## config.mk

```make
export PLATFORM = sky130hd
export DESIGN_NAME = lvd_ctrl
export DESIGN_NICKNAME = d
export VERILOG_FILES = /design/src/rtl/lvd_pkg.sv /design/src/rtl/lvd_sync.sv /design/src/rtl/lvd_hyst.sv /design/src/rtl/lvd_gate.sv /design/src/rtl/lvd_ctrl.sv
export SDC_FILE = /design/constraint.sdc
export NUM_CORES = 1
export LEC_CHECK = 0
export BUFFER_PORTS_ARGS = -buffer_cell sky130_fd_sc_hd__buf_2
export CAP_MARGIN = 20
export CORE_AREA = 5 5 42 44
export CTS_CLUSTER_SIZE = 16
export DETAILED_ROUTE_END_ITERATION = 6
export DIE_AREA = 0 0 47 49
export HOLD_SLACK_MARGIN = 0.02
export PLACE_DENSITY = 0.45
export SETUP_SLACK_MARGIN = 0.2
export SLEW_MARGIN = 20
export SYNTH_ARGS = -nofsm -noshare
export SYNTH_HDL_FRONTEND = slang
export SYNTH_SLANG_ARGS = --single-unit
```

## constraint.sdc

```tcl
create_clock -name clk -period 0.82 [get_ports clk]
set_input_delay 0.123 -clock clk [delete_from_list [all_inputs] [get_ports clk]]
set_output_delay 0.123 -clock clk [all_outputs]
set_load 0.01 [all_outputs]
```

## src/rtl/lvd_pkg.sv

```systemverilog
// Shared types for the undervoltage detect control logic.
// Assumes nothing beyond a single clock domain for the consumers.
package lvd_pkg;

    // One comparator pair after synchronization
    typedef struct packed {
        logic below_fall;   // supply under the falling trip
        logic above_rise;   // supply over the rising trip
    } lvd_pair_t;

    // Index of each comparator inside the raw synchronizer vector
    localparam int unsigned CMP_COUNT  = 4;
    localparam int unsigned IDX_RISE3  = 0;
    localparam int unsigned IDX_FALL3  = 1;
    localparam int unsigned IDX_RISE5  = 2;
    localparam int unsigned IDX_FALL5  = 3;

endpackage

```

## src/rtl/lvd_sync.sv

```systemverilog
// Multi-bit, multi-stage synchronizer for independent asynchronous
// level signals. Each bit gets its own flop chain; no bus coherency is
// implied. Assumes STAGES >= 2. Resets to all zeros (synchronous).
module lvd_sync #(
    parameter int unsigned WIDTH  = 4,
    parameter int unsigned STAGES = 2
) (
    input  logic             clk,
    input  logic             rst_n,
    input  logic [WIDTH-1:0] async_in,
    output logic [WIDTH-1:0] sync_out
);

    logic [WIDTH-1:0] chain [STAGES];

    generate
        for (genvar s = 0; s < STAGES; s++) begin : g_stage
            if (s == 0) begin : g_first
                // Capture the asynchronous levels
                always_ff @(posedge clk) begin
                    if (!rst_n) chain[0] <= '0;
                    else        chain[0] <= async_in;
                end
            end else begin : g_next
                // Shift towards the settled output
                always_ff @(posedge clk) begin
                    if (!rst_n) chain[s] <= '0;
                    else        chain[s] <= chain[s-1];
                end
            end
        end
    endgenerate

    assign sync_out = chain[STAGES-1];

endmodule

```

## src/rtl/lvd_hyst.sv

```systemverilog
// Hysteresis latch for the improper-supply condition. Sets when the
// falling comparator reports low supply (priority over the rising one),
// clears only when the rising comparator reports a good supply. Forced
// to the improper state when powered down or in reset; holds when frozen.
// Assumes the comparator pair is already synchronous.
module lvd_hyst
    import lvd_pkg::*;
(
    input  logic      clk,
    input  logic      rst_n,
    input  lvd_pair_t pair,
    input  logic      power_off,
    input  logic      freeze,
    output logic      improper
);

    // Latch update with fall-over-rise priority
    always_ff @(posedge clk) begin
        if (!rst_n)               improper <= 1'b1;
        else if (power_off)       improper <= 1'b1;
        else if (freeze)          improper <= improper;
        else if (pair.below_fall) improper <= 1'b1;
        else if (pair.above_rise) improper <= 1'b0;
    end


    hyst_set_chk: assert property (@(posedge clk) disable iff (!rst_n)
        (!power_off && !freeze && pair.below_fall) |=> improper);


    hyst_hold_chk: assert property (@(posedge clk) disable iff (!rst_n)
        (!power_off && !pair.below_fall && !pair.above_rise) |=> $stable(improper));


    hyst_pwr_reload_chk: assert property (@(posedge clk) disable iff (!rst_n)
        power_off |=> improper);


    hyst_freeze_chk: assert property (@(posedge clk) disable iff (!rst_n)
        (!power_off && freeze) |=> $stable(improper));

endmodule

```

## src/rtl/lvd_gate.sv

```systemverilog
// Output stage: registers the polled status from the latch and derives
// the reset request one cycle behind it. Both are gated by the enable
// (power and stop-mode) and the reset request also by its own disable.
// Assumes gating inputs are synchronous to clk.
module lvd_gate (
    input  logic clk,
    input  logic rst_n,
    input  logic improper,
    input  logic enable,
    input  logic reset_off,
    output logic status,
    output logic reset_req
);

    // Polled status flag
    always_ff @(posedge clk) begin
        if (!rst_n) status <= 1'b0;
        else        status <= improper & enable;
    end

    // Reset request trails the status by one clock
    always_ff @(posedge clk) begin
        if (!rst_n) reset_req <= 1'b0;
        else        reset_req <= status & enable & ~reset_off;
    end


    rst_follows_status_chk: assert property (@(posedge clk) disable iff (!rst_n)
        reset_req |-> $past(status));


    rst_disable_chk: assert property (@(posedge clk) disable iff (!rst_n)
        reset_off |=> !reset_req);


    gate_quiet_chk: assert property (@(posedge clk) disable iff (!rst_n)
        !enable |=> (!status && !reset_req));

endmodule

```

## src/rtl/lvd_ctrl.sv

```systemverilog
// Top of the undervoltage detect control. Synchronizes the four analog
// comparator outputs, selects the pair for the configured range, runs
// the hysteresis latch and drives status and reset request.
// Assumes cfg_* and stop_in are synchronous; comparators are not.
module lvd_ctrl
    import lvd_pkg::*;
#(
    parameter int unsigned SYNC_STAGES = 2
) (
    input  logic clk,
    input  logic rst_n,
    input  logic cmp_fall_3v,
    input  logic cmp_rise_3v,
    input  logic cmp_fall_5v,
    input  logic cmp_rise_5v,
    input  logic cfg_range_5v,
    input  logic cfg_power_off,
    input  logic cfg_reset_off,
    input  logic cfg_stop_keep,
    input  logic stop_in,
    output logic lv_status,
    output logic lv_reset_req
);

    logic [CMP_COUNT-1:0] cmp_raw;
    logic [CMP_COUNT-1:0] cmp_sync;
    lvd_pair_t            pair_sel;
    logic                 freeze;
    logic                 enable;
    logic                 improper;

    assign cmp_raw[IDX_RISE3] = cmp_rise_3v;
    assign cmp_raw[IDX_FALL3] = cmp_fall_3v;
    assign cmp_raw[IDX_RISE5] = cmp_rise_5v;
    assign cmp_raw[IDX_FALL5] = cmp_fall_5v;

    lvd_sync #(
        .WIDTH  (CMP_COUNT),
        .STAGES (SYNC_STAGES)
    ) u_sync (
        .clk      (clk),
        .rst_n    (rst_n),
        .async_in (cmp_raw),
        .sync_out (cmp_sync)
    );

    // Range select picks the comparator pair to act on
    always_comb begin
        if (cfg_range_5v) begin
            pair_sel.below_fall = cmp_sync[IDX_FALL5];
            pair_sel.above_rise = cmp_sync[IDX_RISE5];
        end else begin
            pair_sel.below_fall = cmp_sync[IDX_FALL3];
            pair_sel.above_rise = cmp_sync[IDX_RISE3];
        end
    end

    // Mode decode: stop without keep freezes, power-down disables
    assign freeze = stop_in & ~cfg_stop_keep;
    assign enable = ~cfg_power_off & ~freeze;

    lvd_hyst u_hyst (
        .clk       (clk),
        .rst_n     (rst_n),
        .pair      (pair_sel),
        .power_off (cfg_power_off),
        .freeze    (freeze),
        .improper  (improper)
    );

    lvd_gate u_gate (
        .clk       (clk),
        .rst_n     (rst_n),
        .improper  (improper),
        .enable    (enable),
        .reset_off (cfg_reset_off),
        .status    (lv_status),
        .reset_req (lv_reset_req)
    );


    stop_freeze_out_chk: assert property (@(posedge clk) disable iff (!rst_n)
        (stop_in && !cfg_stop_keep) |=> (!lv_status && !lv_reset_req));

endmodule

```

==> impl_metrics.yaml <==
synthesis:
  synth_nets: 38
  avgSynthCellArea_sq_um: 12.9
  synthTopCellsByCount: "11 x dfxtp_1, 8 x and2_2, 2 x mux2i_1"
  yosysUniqueCellTypes: 9
  synth_top_area_cell: "dfxtp_1"
  synth_top_cell_area_share_pct: 63.1
  yosysMostFrequentCell: "dfxtp_1"
  ys_ff_latch: 11
  synth_area_sq_um: 349
  synth_top_family_by_area: "simple AND/OR/NAND/NOR gates"
  synth_mux_area_share_pct: 5.73
  yosys.area_share.adder_pct: 0
  yosys_warnings: 0
  syn-instance-count: 27
  synth_compound_area_share_pct: 3.58
  synthSimpleGateAreaFrac_pct: 27.6
  synth.area.top_cells: "dfxtp_1 63%, and2_2 17%, mux2i_1 5.7%"
  synth-seq-area-share_pct: 63.1
  asyncSetResetFlopFracSynth_pct: 0
  synth_edf_count: 0
  synthXorXnorAreaFrac_pct: 0
  synth_ff_type: "dfxtp_1"
worst_hold_path:
  min_path_type: "in -> reg"
  hold_depth: 2
cells_and_area:
  finalNonFillerCells: 60
  nets: 56
  area_delta_synth_final_pct: 38.4
  final_layout_size_suffix_gt1_share_pct: 68.2
  antenna_cells: 0
  post-route-cell-area_sq_um: 483
grt:
  antenna_found_initial: 0
  track_usage_pct: 6.16
  grt_overflow: 0
  grt_pass1_wl_mm: 1.04
  first_global_vias: 265
  grt_max_degree: 9
placed_design:
  globalplace.congestion: 0.680
  dp.cells: 56
  placed_area_sq_um: 440
  io_buffers: 12
  place_ws_ps: 38.1
worst_setup_path:
  path_cells: "buf_6"
  crit_fanout: 2
  crit_slowest_cell: "dfxtp_2"
  reg2reg_to: "u_hyst.improper"
  arrival_ps: 690
  crit_start: "u_gate.status"
  cp_num_cells: 1
  worstReg2RegStart: "u_sync.chain[1][2]"
  endpoint_kind: "output port"
  critPathKind: "reg -> out"
  critPathCapture: "lv_status"
  cp_num_buf_inv: 1
  reg2regPathDepth: 3
  r2r_setup_slack_ps: 70
  critPathRequiredTime_ps: 700
  max_stage_delay_ps: 320
  critPathTopFamily: "flip-flops"
  cp-start-kind: "register"
pwr:
  p_leak_nw: 0.225
  powerDensity_nw_per_um2: 2040
  ir_drop_mv: 1.24
  power_w: 0.000984
die:
  placementRows: 14
  core_sq_um: 1400
  start_util_pct: 24.9
  die_h_um: 49
  ios: 13
  dieArea_sq_um: 2300
  die_w_um: 47
sta:
  final_hold_viol_count: 0
  drv_slew: 0
  period_share_pct: 98.9
  min_period_ps: 811
  relSlewSlack_pct: 88.6
  fmax_ghz: 1.23
  tightest_slew_ps: 166
  fin_worst_skew_ps: 3.09
  rsz0062_at_grt: "yes"
  setup_viol: 0
  fin_ws_ps: 9.35
cts:
  ctsHoldBuffers: 0
  path_clk_slew_ps: 60
  worstSkewPairLatency_ps: 260
  h-tree-depth: 1
  clock_path_buffers: 2
  clock-sinks: 11
  cts_tree: "done"
  post_cts_buffers: 0
  clockRootBuffer: "clkbuf_4"
  cts_buffers: 3
route:
  antenna_left: 0
  drt_iter0_markers: 0
  dr.pass1.iters: 1
  via_count: 235
  post_drt_wl_per_cell_um: 9.92
  avgViaCountPerCell: 3.92
  drcViolationCount: 0
  wl_um: 595
job:
  maxCapViolations: 0
outcome:
  status: "completed"
-- through the flow --
stage / util [%] / hold WS, ps / TNS, ps
5_1_grt: 34.5 / 82.0 / -53.2
3_3_place_gp: 31.4 / 343 / 0
3_5_place_dp: 31.4 / 347 / 0
2_1_floorplan: - / 259 / 0
4_1_cts: 33.8 / 73.2 / -5.58
6_report: 34.5 / 83.6 / 0
-- registers in the layout, indices dropped and copies added (netlist names) --
name,flops
u_gate.status,1
u_gate.reset_req,1
u_sync.chain,8
u_hyst.improper,1
-- logic make-up (layout without fill, tap and decap cells) --
family,after synthesis,count (layout)
flip-flops,11,11
AND/OR/NAND/NOR,12,12
AO/OA/AOI/OAI,2,2
multiplexers,2,2
buffers and inverters,0,17
-- power breakdown --
| part | total, W | switching [W] | leakage, nW | internal [W] |
|---|---|---|---|---|
| clock network | 0.000345 | 0.000158 | 0.0150 | 0.000188 |
| logic | 0.0000748 | 0.0000249 | 0.118 | 0.0000499 |
| registers | 0.000564 | 0.00000602 | 0.0914 | 0.000558 |
| total | 0.000984 | 0.000189 | 0.225 | 0.000795 |
-- repair_timing --
item                                   CTS  global route
pin swaps                                1             0
resized for setup                        2             3
setup endpoints to repair                4             5
endpoints found under the hold margin    0             0
-- cell type report --
| class | instances | area [sq um] |
|---|---|---|
| Sequential cell | 11 | 225 |
| Clock buffer | 4 | 26.3 |
| Timing Repair Buffer | 13 | 80.1 |
| Fill cell | 153 | 918 |
| Multi-Input combinational cell | 16 | 131 |
| Tap cell | 16 | 20.0 |
-- metal layers --
| layer | vias up | track usage, % | routed length (um) |
|---|---|---|---|
| met1 | 103 | 6.49 | 231 |
| met4 | 0 | 0 | 0 |
| li1 | 122 | - | - |
| met3 | 0 | 4.80 | 70 |
| met2 | 10 | 10.2 | 293 |
| met5 | - | 0 | 0 |
-- how the worst min path moves through the flow --
stage	start	to	slack, ps
after floorplan	rst_n	u_sync.chain[0][0]	260
after global placement	cmp_fall_5v	u_sync.chain[0][3]	340
after detailed placement	cmp_fall_3v	u_sync.chain[0][1]	350
after CTS	cmp_fall_3v	u_sync.chain[0][1]	70
after global routing	cmp_fall_5v	u_sync.chain[0][3]	80
final	cmp_fall_3v	u_sync.chain[0][1]	80
-- layout by cell type, fill, tap and decap left out --
cell,synthesis,final
and4bb_1,1,1
buf_2,0,10
clkbuf_4,0,3
and2_2,8,8
o21ai_1,0,1
o211ai_1,1,1
and3b_2,1,1
mux2i_1,2,2
buf_6,0,2
nor2b_2,0,1
and2b_1,1,1
dfxtp_2,0,4
buf_4,0,1
dfxtp_1,11,7
clkbuf_1,0,1
Note: power is estimated with default switching activity, not from simulation.
